--- config.mk ---
export PLATFORM = sky130hd
export DESIGN_NAME = spim_master
export DESIGN_NICKNAME = d
export VERILOG_FILES = /design/src/rtl/spim_pkg.sv /design/src/rtl/spim_rst_sync.sv /design/src/rtl/spim_timing.sv /design/src/rtl/spim_shifter.sv /design/src/rtl/spim_ctrl.sv /design/src/rtl/spim_master.sv
export SDC_FILE = /design/constraint.sdc
export NUM_CORES = 1
export LEC_CHECK = 0
export BUFFER_PORTS_ARGS = -buffer_cell sky130_fd_sc_hd__buf_2
export CORE_MARGIN = 2
export CORE_UTILIZATION = 40
export CTS_CLUSTER_SIZE = 30
export DETAILED_ROUTE_END_ITERATION = 8
export PLACE_DENSITY = 0.69
export SLEW_MARGIN = 0
export SYNTH_ARGS = -nofsm -noshare
export SYNTH_HDL_FRONTEND = slang
export SYNTH_HIERARCHICAL = 1
export SYNTH_SLANG_ARGS = --single-unit
--- constraint.sdc ---
create_clock -name clk -period 4 [get_ports clk]
set_input_delay 0.4 -clock clk [delete_from_list [all_inputs] [get_ports clk]]
set_output_delay 0.4 -clock clk [all_outputs]
set_load 0.02 [all_outputs]
--- src/rtl/spim_pkg.sv ---
package spim_pkg;
  typedef enum logic [2:0] {
    SP_IDLE,
    SP_LEAD,
    SP_ACT,
    SP_REST,
    SP_LAG
  } spim_state_e;
endpackage

--- src/rtl/spim_rst_sync.sv ---
module spim_rst_sync (
  input  logic clk,
  input  logic rst_n,
  output logic rst_sync_n
);
  logic [1:0] pipe_q;

  always_ff @(posedge clk or negedge rst_n) begin
    if (!rst_n) pipe_q <= 2'b00;
    else        pipe_q <= {pipe_q[0], 1'b1};
  end

  assign rst_sync_n = pipe_q[1];
endmodule

--- src/rtl/spim_timing.sv ---
// Converts the settings of one transfer into counter reload values (length-1).
module spim_timing #(
  parameter int PS_W  = 8,
  parameter int DLY_W = 8,
  parameter int CNT_W = 10
) (
  input  logic             cpol,
  input  logic [PS_W-1:0]  prescale,
  input  logic             keep,
  input  logic [DLY_W-1:0] lead_dly,
  input  logic [DLY_W-1:0] lag_dly,
  output logic [CNT_W-1:0] lead_m1,
  output logic [CNT_W-1:0] act_m1,
  output logic [CNT_W-1:0] rest_m1,
  output logic [CNT_W-1:0] lag_m1
);
  localparam int PW = PS_W + 1;

  logic [PW-1:0] period;
  logic [PW-1:0] high_len;
  logic [PW-1:0] low_len;
  logic [PW-1:0] act_len;
  logic [PW-1:0] rest_len;

  always_comb begin
    period   = (prescale == '0) ? PW'(2) : PW'(prescale) + PW'(1);
    high_len = period >> 1;
    low_len  = period - high_len;
    // the sampling half sits at the non-idle level
    act_len  = cpol ? low_len  : high_len;
    rest_len = cpol ? high_len : low_len;
    act_m1   = CNT_W'(act_len)  - CNT_W'(1);
    rest_m1  = CNT_W'(rest_len) - CNT_W'(1);
    lead_m1  = CNT_W'(lead_dly) + CNT_W'(1) + CNT_W'(keep);
    lag_m1   = CNT_W'(rest_len) + CNT_W'(lag_dly);
  end
endmodule

--- src/rtl/spim_shifter.sv ---
module spim_shifter #(
  parameter int DATA_W = 16
) (
  input  logic              clk,
  input  logic              rst_ni,
  input  logic              load_en,
  input  logic [DATA_W-1:0] load_word,
  input  logic              shift_en,
  input  logic              cap_en,
  input  logic              present_en,
  input  logic              miso,
  output logic              mosi,
  output logic [DATA_W-1:0] rx_word
);
  logic [DATA_W-1:0] tx_q, tx_d;
  logic [DATA_W-1:0] rx_q, rx_d;
  logic [DATA_W-1:0] out_q, out_d;

  always_comb begin
    tx_d = tx_q;
    if (load_en)       tx_d = load_word;
    else if (shift_en) tx_d = {tx_q[DATA_W-2:0], 1'b0};
    rx_d  = cap_en ? {rx_q[DATA_W-2:0], miso} : rx_q;
    out_d = present_en ? rx_q : out_q;
  end

  always_ff @(posedge clk or negedge rst_ni) begin
    if (!rst_ni) begin
      tx_q  <= '0;
      rx_q  <= '0;
      out_q <= '0;
    end else begin
      tx_q  <= tx_d;
      rx_q  <= rx_d;
      out_q <= out_d;
    end
  end

  assign mosi    = tx_q[DATA_W-1];
  assign rx_word = out_q;
endmodule

--- src/rtl/spim_ctrl.sv ---
module spim_ctrl
  import spim_pkg::*;
#(
  parameter int DATA_W = 16,
  parameter int PS_W   = 8,
  parameter int DLY_W  = 8,
  parameter int CNT_W  = 10
) (
  input  logic             clk,
  input  logic             rst_ni,
  input  logic             start,
  input  logic             cfg_cpol,
  input  logic [PS_W-1:0]  cfg_prescale,
  input  logic             cfg_keep,
  input  logic [DLY_W-1:0] cfg_lead,
  input  logic [DLY_W-1:0] cfg_lag,
  input  logic [CNT_W-1:0] lead_m1,
  input  logic [CNT_W-1:0] act_m1,
  input  logic [CNT_W-1:0] rest_m1,
  input  logic [CNT_W-1:0] lag_m1,
  output logic             accept,
  output logic             cpol_q,
  output logic [PS_W-1:0]  prescale_q,
  output logic             keep_q,
  output logic [DLY_W-1:0] lead_q,
  output logic [DLY_W-1:0] lag_q,
  output logic             busy,
  output logic             done,
  output logic             sclk,
  output logic             cs_n,
  output logic             load_en,
  output logic             shift_en,
  output logic             cap_en,
  output logic             present_en
);
  localparam int BW = $clog2(DATA_W + 1);

  spim_state_e      st_q, st_d;
  logic [CNT_W-1:0] cnt_q, cnt_d;
  logic [BW-1:0]    bits_q, bits_d;
  logic             sclk_q, sclk_d;
  logic             cs_q, cs_d;
  logic             done_q, done_d;
  logic             cpol_d, keep_d;
  logic [PS_W-1:0]  prescale_d;
  logic [DLY_W-1:0] lead_d, lag_d;

  always_comb begin
    st_d       = st_q;
    cnt_d      = (cnt_q != '0) ? cnt_q - CNT_W'(1) : cnt_q;
    bits_d     = bits_q;
    sclk_d     = sclk_q;
    cs_d       = cs_q;
    done_d     = 1'b0;
    accept     = 1'b0;
    load_en    = 1'b0;
    shift_en   = 1'b0;
    cap_en     = 1'b0;
    present_en = 1'b0;
    unique case (st_q)
      SP_IDLE: begin
        sclk_d = cfg_cpol;
        if (start) begin
          accept  = 1'b1;
          load_en = 1'b1;
          cs_d    = 1'b0;
          cnt_d   = lead_m1;
          bits_d  = '0;
          st_d    = SP_LEAD;
        end
      end
      SP_LEAD, SP_REST: begin
        if (cnt_q == '0) begin
          sclk_d = ~sclk_q;
          cap_en = 1'b1;
          bits_d = bits_q + BW'(1);
          cnt_d  = act_m1;
          st_d   = SP_ACT;
        end
      end
      SP_ACT: begin
        if (cnt_q == '0) begin
          sclk_d = ~sclk_q;
          if (bits_q == BW'(DATA_W)) begin
            cnt_d = lag_m1;
            st_d  = SP_LAG;
          end else begin
            shift_en = 1'b1;
            cnt_d    = rest_m1;
            st_d     = SP_REST;
          end
        end
      end
      SP_LAG: begin
        if (cnt_q == '0) begin
          done_d     = 1'b1;
          present_en = 1'b1;
          if (keep_q && start) begin
            accept  = 1'b1;
            load_en = 1'b1;
            cnt_d   = lead_m1;
            bits_d  = '0;
            st_d    = SP_LEAD;
          end else begin
            cs_d = 1'b1;
            st_d = SP_IDLE;
          end
        end
      end
      default: st_d = SP_IDLE;
    endcase
  end

  always_comb begin
    cpol_d     = accept ? cfg_cpol     : cpol_q;
    prescale_d = accept ? cfg_prescale : prescale_q;
    keep_d     = accept ? cfg_keep     : keep_q;
    lead_d     = accept ? cfg_lead     : lead_q;
    lag_d      = accept ? cfg_lag      : lag_q;
  end

  always_ff @(posedge clk or negedge rst_ni) begin
    if (!rst_ni) begin
      st_q       <= SP_IDLE;
      cnt_q      <= '0;
      bits_q     <= '0;
      sclk_q     <= 1'b0;
      cs_q       <= 1'b1;
      done_q     <= 1'b0;
      cpol_q     <= 1'b0;
      prescale_q <= '0;
      keep_q     <= 1'b0;
      lead_q     <= '0;
      lag_q      <= '0;
    end else begin
      st_q       <= st_d;
      cnt_q      <= cnt_d;
      bits_q     <= bits_d;
      sclk_q     <= sclk_d;
      cs_q       <= cs_d;
      done_q     <= done_d;
      cpol_q     <= cpol_d;
      prescale_q <= prescale_d;
      keep_q     <= keep_d;
      lead_q     <= lead_d;
      lag_q      <= lag_d;
    end
  end

  assign busy = (st_q != SP_IDLE);
  assign done = done_q;
  assign sclk = sclk_q;
  assign cs_n = cs_q;
endmodule

--- src/rtl/spim_master.sv ---
module spim_master #(
  parameter int DATA_W = 16,
  parameter int PS_W   = 8,
  parameter int DLY_W  = 8
) (
  input  logic              clk,
  input  logic              rst_n,
  input  logic              cfg_cpol,
  input  logic [PS_W-1:0]   cfg_prescale,
  input  logic              cfg_cs_keep,
  input  logic [DLY_W-1:0]  cfg_lead_dly,
  input  logic [DLY_W-1:0]  cfg_lag_dly,
  input  logic              start,
  input  logic [DATA_W-1:0] tx_data,
  output logic              busy,
  output logic              done,
  output logic [DATA_W-1:0] rx_data,
  output logic              sclk,
  output logic              cs_n,
  output logic              mosi,
  input  logic              miso
);
  localparam int CNT_W = ((PS_W > DLY_W) ? PS_W : DLY_W) + 2;

  logic             rst_i_n;
  logic             accept;
  logic             cpol_q, keep_q;
  logic [PS_W-1:0]  prescale_q;
  logic [DLY_W-1:0] lead_q, lag_q;
  logic             use_cpol, use_keep;
  logic [PS_W-1:0]  use_prescale;
  logic [DLY_W-1:0] use_lead, use_lag;
  logic [CNT_W-1:0] lead_m1, act_m1, rest_m1, lag_m1;
  logic             load_en, shift_en, cap_en, present_en;

  spim_rst_sync u_rst (
    .clk        (clk),
    .rst_n      (rst_n),
    .rst_sync_n (rst_i_n)
  );

  // on the accepting cycle the counter reload comes from the live settings
  always_comb begin
    use_cpol     = accept ? cfg_cpol     : cpol_q;
    use_prescale = accept ? cfg_prescale : prescale_q;
    use_keep     = accept ? cfg_cs_keep  : keep_q;
    use_lead     = accept ? cfg_lead_dly : lead_q;
    use_lag      = accept ? cfg_lag_dly  : lag_q;
  end

  spim_timing #(.PS_W(PS_W), .DLY_W(DLY_W), .CNT_W(CNT_W)) u_timing (
    .cpol     (use_cpol),
    .prescale (use_prescale),
    .keep     (use_keep),
    .lead_dly (use_lead),
    .lag_dly  (use_lag),
    .lead_m1  (lead_m1),
    .act_m1   (act_m1),
    .rest_m1  (rest_m1),
    .lag_m1   (lag_m1)
  );

  spim_ctrl #(.DATA_W(DATA_W), .PS_W(PS_W), .DLY_W(DLY_W), .CNT_W(CNT_W)) u_ctrl (
    .clk          (clk),
    .rst_ni       (rst_i_n),
    .start        (start),
    .cfg_cpol     (cfg_cpol),
    .cfg_prescale (cfg_prescale),
    .cfg_keep     (cfg_cs_keep),
    .cfg_lead     (cfg_lead_dly),
    .cfg_lag      (cfg_lag_dly),
    .lead_m1      (lead_m1),
    .act_m1       (act_m1),
    .rest_m1      (rest_m1),
    .lag_m1       (lag_m1),
    .accept       (accept),
    .cpol_q       (cpol_q),
    .prescale_q   (prescale_q),
    .keep_q       (keep_q),
    .lead_q       (lead_q),
    .lag_q        (lag_q),
    .busy         (busy),
    .done         (done),
    .sclk         (sclk),
    .cs_n         (cs_n),
    .load_en      (load_en),
    .shift_en     (shift_en),
    .cap_en       (cap_en),
    .present_en   (present_en)
  );

  spim_shifter #(.DATA_W(DATA_W)) u_shift (
    .clk        (clk),
    .rst_ni     (rst_i_n),
    .load_en    (load_en),
    .load_word  (tx_data),
    .shift_en   (shift_en),
    .cap_en     (cap_en),
    .present_en (present_en),
    .miso       (miso),
    .mosi       (mosi),
    .rx_word    (rx_data)
  );
endmodule

# Yosys cells after proc, flatten, opt, wreduce, memory -nomap -nowiden
# Cells that the tools add are included.
# word_totals
regBits,97
output_inout_bits,21
in_bits,46
wordCells,99
# op_classes
eq_ne,12
muxes,46
n_bitwise,1
n_reduce_logical,16
addsub,9
# op_table
operator,n
10-bit two-way mux,7
10-bit one-hot mux with 4 select lines,1
16-bit two-way mux,2
9-bit two-way mux,3
8-bit two-way mux,3
5-bit two-way mux,4
"9-bit by 1-bit subtractor with 10-bit output, second input constant",2
"8-bit by 1-bit adder with 9-bit output, second input constant",2
1-bit two-way mux,16
3-bit two-way mux,5
5-bit one-hot mux with 3 select lines,1
3-bit one-hot mux with 4 select lines,1
10-bit by 1-bit adder with 10-bit output,1
9-bit by 8-bit adder with 10-bit output,1
10-bit zero test,1
"2-bit by 1-bit inequality test with 1-bit output, second input constant",5
10-bit nonzero test,1
"10-bit by 1-bit subtractor with 10-bit output, second input constant",1
9-bit by 8-bit subtractor with 9-bit output,1
8-bit zero test,1
4-bit AND reduction,2
"3-bit by 2-bit equality test with 1-bit output, second input constant",2
1-bit one-hot mux with 2 select lines,3
2-bit nonzero test,3
13 further kinds,15

# Logic depth before layout (Yosys ltp)
# logic_depth
word_depth,13
mapped_depth,36
mapped_depth_nobuf,31

# Cells and area by module
# Netlist, hierarchy kept.
# by_module_without_submodules
mod,cells_each,area_each_um2,n_inst,seq_area_each_um2
spim_ctrl,303,2691.3,1,1177.4
spim_timing,297,2048.2,1,0.0
spim_shifter,137,2040.7,1,1201.2
spim_master,29,419.2,1,0.0
spim_rst_sync,3,53.8,1,50.0

# Worst setup path after synthesis
# Ideal clock, no wire load.
# synth_path
path_kind,reg-to-reg
from,register u_ctrl.cnt_q[0]
to,register u_ctrl.cnt_q[9]
t_required_ns,3.875
t_arrival_ns,6.246
setup_slack_ns,-2.371
setup_ns,0.125
path_stages_with_launch,36
path_buffers,5
synth_period_minus_slack_ns,6.371
path_cell_list,dfrtp_1 -> inv_1 -> ha_1 -> nor3b_2 -> and3_1 -> buf_4 -> a21oi_2 -> inv_4 -> buf_6 -> buf_6 -> buf_12 -> mux2_4 -> buf_2 -> inv_1 -> ha_1 -> or4b_4 -> o21ai_4 -> inv_1 -> ha_1 -> and3b_1 -> or2_2 -> nand2_1 -> a21oi_1 -> xnor2_1 -> ha_1 -> inv_1 -> o21bai_1 -> a21oi_1 -> o21bai_1 -> a21oi_1 -> nor2b_1 -> o21a_1 -> mux2i_1 -> nor2_1 -> a211oi_1 -> o31ai_1
# synth_via
elab_chain_len,12
word_cells_on_any_way,29
classes_between,add/sub (8); mux (18); reduce/logical (3)
# synth_lines
element,line,text
from (decl),spim_ctrl.sv:39,"logic [CNT_W-1:0] cnt_q, cnt_d;"
from (signal assigned),spim_ctrl.sv:137,cnt_q <= cnt_d;
10-bit zero test (*),spim_ctrl.sv:95,if (cnt_q == '0) begin
1-bit two-way mux (*),spim_ctrl.sv:95,
1-bit one-hot mux with 2 select lines (*),spim_ctrl.sv:60,unique case (st_q)
net accept,spim_master.sv:26,logic accept;
8-bit two-way mux (*),n/a,
net use_prescale[0],spim_master.sv:31,logic [PS_W-1:0] use_prescale;
8-bit by 1-bit adder with 9-bit output or 8-bit zero test (tied branches),spim_timing.sv:26,period = (prescale == '0) ? PW'(2) : PW'(prescale) + PW'(1);
9-bit two-way mux (*),spim_timing.sv:26,
9-bit by 8-bit subtractor with 9-bit output,spim_timing.sv:28,low_len = period - high_len;
9-bit two-way mux (*),spim_timing.sv:31,rest_len = cpol ? high_len : low_len;
9-bit by 8-bit adder with 10-bit output (*),spim_timing.sv:35,lag_m1 = CNT_W'(rest_len) + CNT_W'(lag_dly);
net lag_m1[9],spim_master.sv:33,"logic [CNT_W-1:0] lead_m1, act_m1, rest_m1, lag_m1;"
10-bit two-way mux (*),spim_ctrl.sv:84,if (bits_q == BW'(DATA_W)) begin
10-bit two-way mux (*),spim_ctrl.sv:82,if (cnt_q == '0) begin
10-bit one-hot mux with 4 select lines (*),spim_ctrl.sv:60,
net u_ctrl.cnt_d[9],spim_ctrl.sv:39,
# The timed path passes the listed nets; every way through them passes the cells marked *.
# A chain may end at the register's enable or synchronous reset.

# Worst setup path in the final report
# layout_path
from,register u_ctrl.cnt_q[0]
to,register u_ctrl.cnt_q[8]
# Same word-level chain as after synthesis.

==> results.cfg <==
[outcome]
status = complete, but fails checks
violations = negative setup slack

[timing]
tightest_slew_ps = 1190
drv_slew = 0
setup_slack_ps = -1360
fin_skew_ps = 11.9
grt_setup_unrepaired = yes
finalHoldViolCount = 0
slew_headroom_pct = 20.5
finalSetupTns_ps = -10000
finalSetupViolations = 9
fin_crit_sh_pct = 134
fmax_ghz = 0.187
fin_crit_ps = 5360

[critical_path]
cp_slowest_cell = or4b_4
critPathMaxStageDelay_ps = 480
rr_startpoint = u_ctrl/cnt_q[0]$_DFF_PN0_
path_buf_inv = 4
worstPathMaxFanout = 7
r2r_slack_ps = -1360
worstPathArrival_ps = 5630
crit_path_end_kind = register
cp_top_family = compound AO/OA/AOI/OAI gates
worstPathRequired_ps = 4270
cp-startpoint = u_ctrl/cnt_q[0]$_DFF_PN0_
cp-start-kind = register
path_class = register to register

[routing]
detail_route.wl_per_cell_um = 14.8
vias_per_cell = 5.21
vias = 6264
drt_iter0_markers = 294
drc_errors = 0
ant_nets = 0
wirelength_mm = 17.8
dr.pass1.iters = 4

[layout]
drive_gt1_share_pct = 39.3
multi_input_area_um2 = 4560
area_delta_synth_final_pct = 29.0
regArea_um2 = 2430
nets = 1040
n_fill_cell = 1613
fin_area_um2 = 9360

[floorplanning]
dieWidth_um = 139
core_area_um2 = 17900
die_area_um2 = 19200
ios = 67
chipHeight_um = 139
rows = 49
start_util_pct = 40.5

[synth]
ys.flop_type = dfrtp_1
ys_seq_area_share_pct = 33.5
yosysUniqueCellTypes = 85
ys_top_cells_by_area = dfrtp_1 33%, mux2_4 8.5%, nand2_1 6.8%
yosys_register_bits = 97
synth.net_count = 842
synthCells = 769
synth_commonest_cells = 131 x nand2_1, 96 x dfrtp_1, 41 x mux2_4, 40 x nor2_1, 34 x inv_1
synth.avg_cell_area_um2 = 9.43
async_flop_share_pct = 100
synth_most_common_cell = nand2_1
yosys.area.top_type_share_pct = 33.1
synth_edf_count = 0
yosysTopAreaCell = dfrtp_1
syn-cell-area_um2 = 7250
yosysWarnings = 6

[global_routing]
antenna_found_initial = 1
overflow = 0
grt_max_degree = 74
grt_use_met1_pct = 23.7
top_usage_layer = met2
grt_usage_pct = 18.7
grt_first_pass_wirelength_mm = 30.1
grt_pass1_vias = 6368
grt_use_met2_pct = 32.4
grt_use_met3_pct = 3.28

[clock_tree]
htree_levels = 3
clk_pin_slew_worst_paths_ps = 70
cts_made_buffers = 9
root_buffer = clkbuf_16
cts_tree = done
clockBufferDepth = 2
cts.sinks = 97
insertion_delay_ps = 350

[worst_hold_path]
hp-start = tx_data[15]
hold_path_class = input pin to register

[placed_design]
placed_cell_area_um2 = 8760
gp_congestion = 0.892
dp_hpwl_mm = 13.2
io_buffer_count = 66
place_ws_ps = -1520

[flow_run]
cap_violations = 0
==> final cells by class <==
cell class | count | area share, %
clock inverter | 6 | 0.882
sequential | 97 | 26.0
multi-input combinational | 587 | 48.7
antenna | 1 | 0.0267
tap | 229 | 3.06
inverter | 37 | 1.54
clock buffer | 10 | 2.55
timing repair buffer | 235 | 17.2
==> cell families after synthesis <==
logic type,Yosys count,share of synthesized area [%]
simple gates,265,17.7
other cells,2,0.104
flops,97,33.5
mux,92,15.9
fa+ha+maj,27,4.86
compound gates,156,15.2
buf+inv,85,7.30
xor+xnor,45,5.43
==> metal layers <==
metal / routed length, um / up-vias
met5: 0 / -
met4: 409 / 0
met3: 814 / 34
met2: 8590 / 132
met1: 7990 / 3000
li1: - / 3098
==> what timing repair did <==
action	in CTS	in global routing
setup endpoints to repair	9	10
resized for setup	13	24
buffers inserted	6	9
hold endpoints to repair	2	0
pin swaps	6	13
hold buffers	1	0
==> stage by stage <==
| step | instances | hold slack, ps | utilization, % |
|---|---|---|---|
| 6_report | 1202 | 254 | 52.3 |
| 2_1_floorplan | 769 | 104 | - |
| 3_5_place_dp | 1170 | 186 | 48.9 |
| 3_3_place_gp | 1170 | 186 | 48.9 |
| 4_1_cts | 1193 | 247 | 51.4 |
| 5_1_grt | 1201 | 264 | 52.3 |
==> cell usage in the layout, fill, tap and decap left out, types with 6 or more instances in the layout <==
master	count
a21oi_2	7
ha_1	21
o211ai_1	7
inv_1	28
and3_1	6
buf_2	66
inv_2	6
o21ai_0	26
mux2i_1	28
buf_4	166
dfrtp_1	95
o21ai_1	19
nor3_1	8
nand3_1	14
a211oi_2	7
nand4_1	8
nor2_1	36
nand2_1	129
mux2_2	22
or3_1	7
mux2_4	41
clkbuf_16	9
a31oi_1	8
nand2b_1	8
xnor2_1	30
xor2_1	11
a21oi_1	20
nor2b_1	8
==> path summary, 6_finish.rpt <==
kind	endpoint	cells after the start
worst max-delay path	u_ctrl/cnt_q[8]$_DFF_PN0_	30
worst min-delay path	u_shift/tx_q[15]$_DFFE_PN0P_	3
worst max register to register	u_ctrl/cnt_q[8]$_DFF_PN0_	30
worst min register to register	u_rst/pipe_q[1]$_DFF_PN0_	0
max in group asynchronous	u_ctrl/bits_q[0]$_DFFE_PN0P_	1
min in group asynchronous	u_rst/pipe_q[1]$_DFF_PN0_	2
==> tightest hold or removal path, stage by stage <==
cell,delay [ps]
buf_2,80
nand2_1,40
o21ai_0,60
==> state kept, by name, summed over array words and instances (netlist names), 2 cells and up <==
name / count
u_ctrl/prescale_q: 8
u_ctrl/bits_q: 5
u_shift/tx_q: 16
u_ctrl/cnt_q: 10
u_shift/rx_word: 16
u_rst/pipe_q: 2
u_ctrl/lag_q: 8
u_shift/rx_q: 16
u_ctrl/lead_q: 8
u_ctrl/st_q: 3
Power is not shown: default switching activity piles up to over one toggle a cycle in this logic, so the estimate is an artifact.
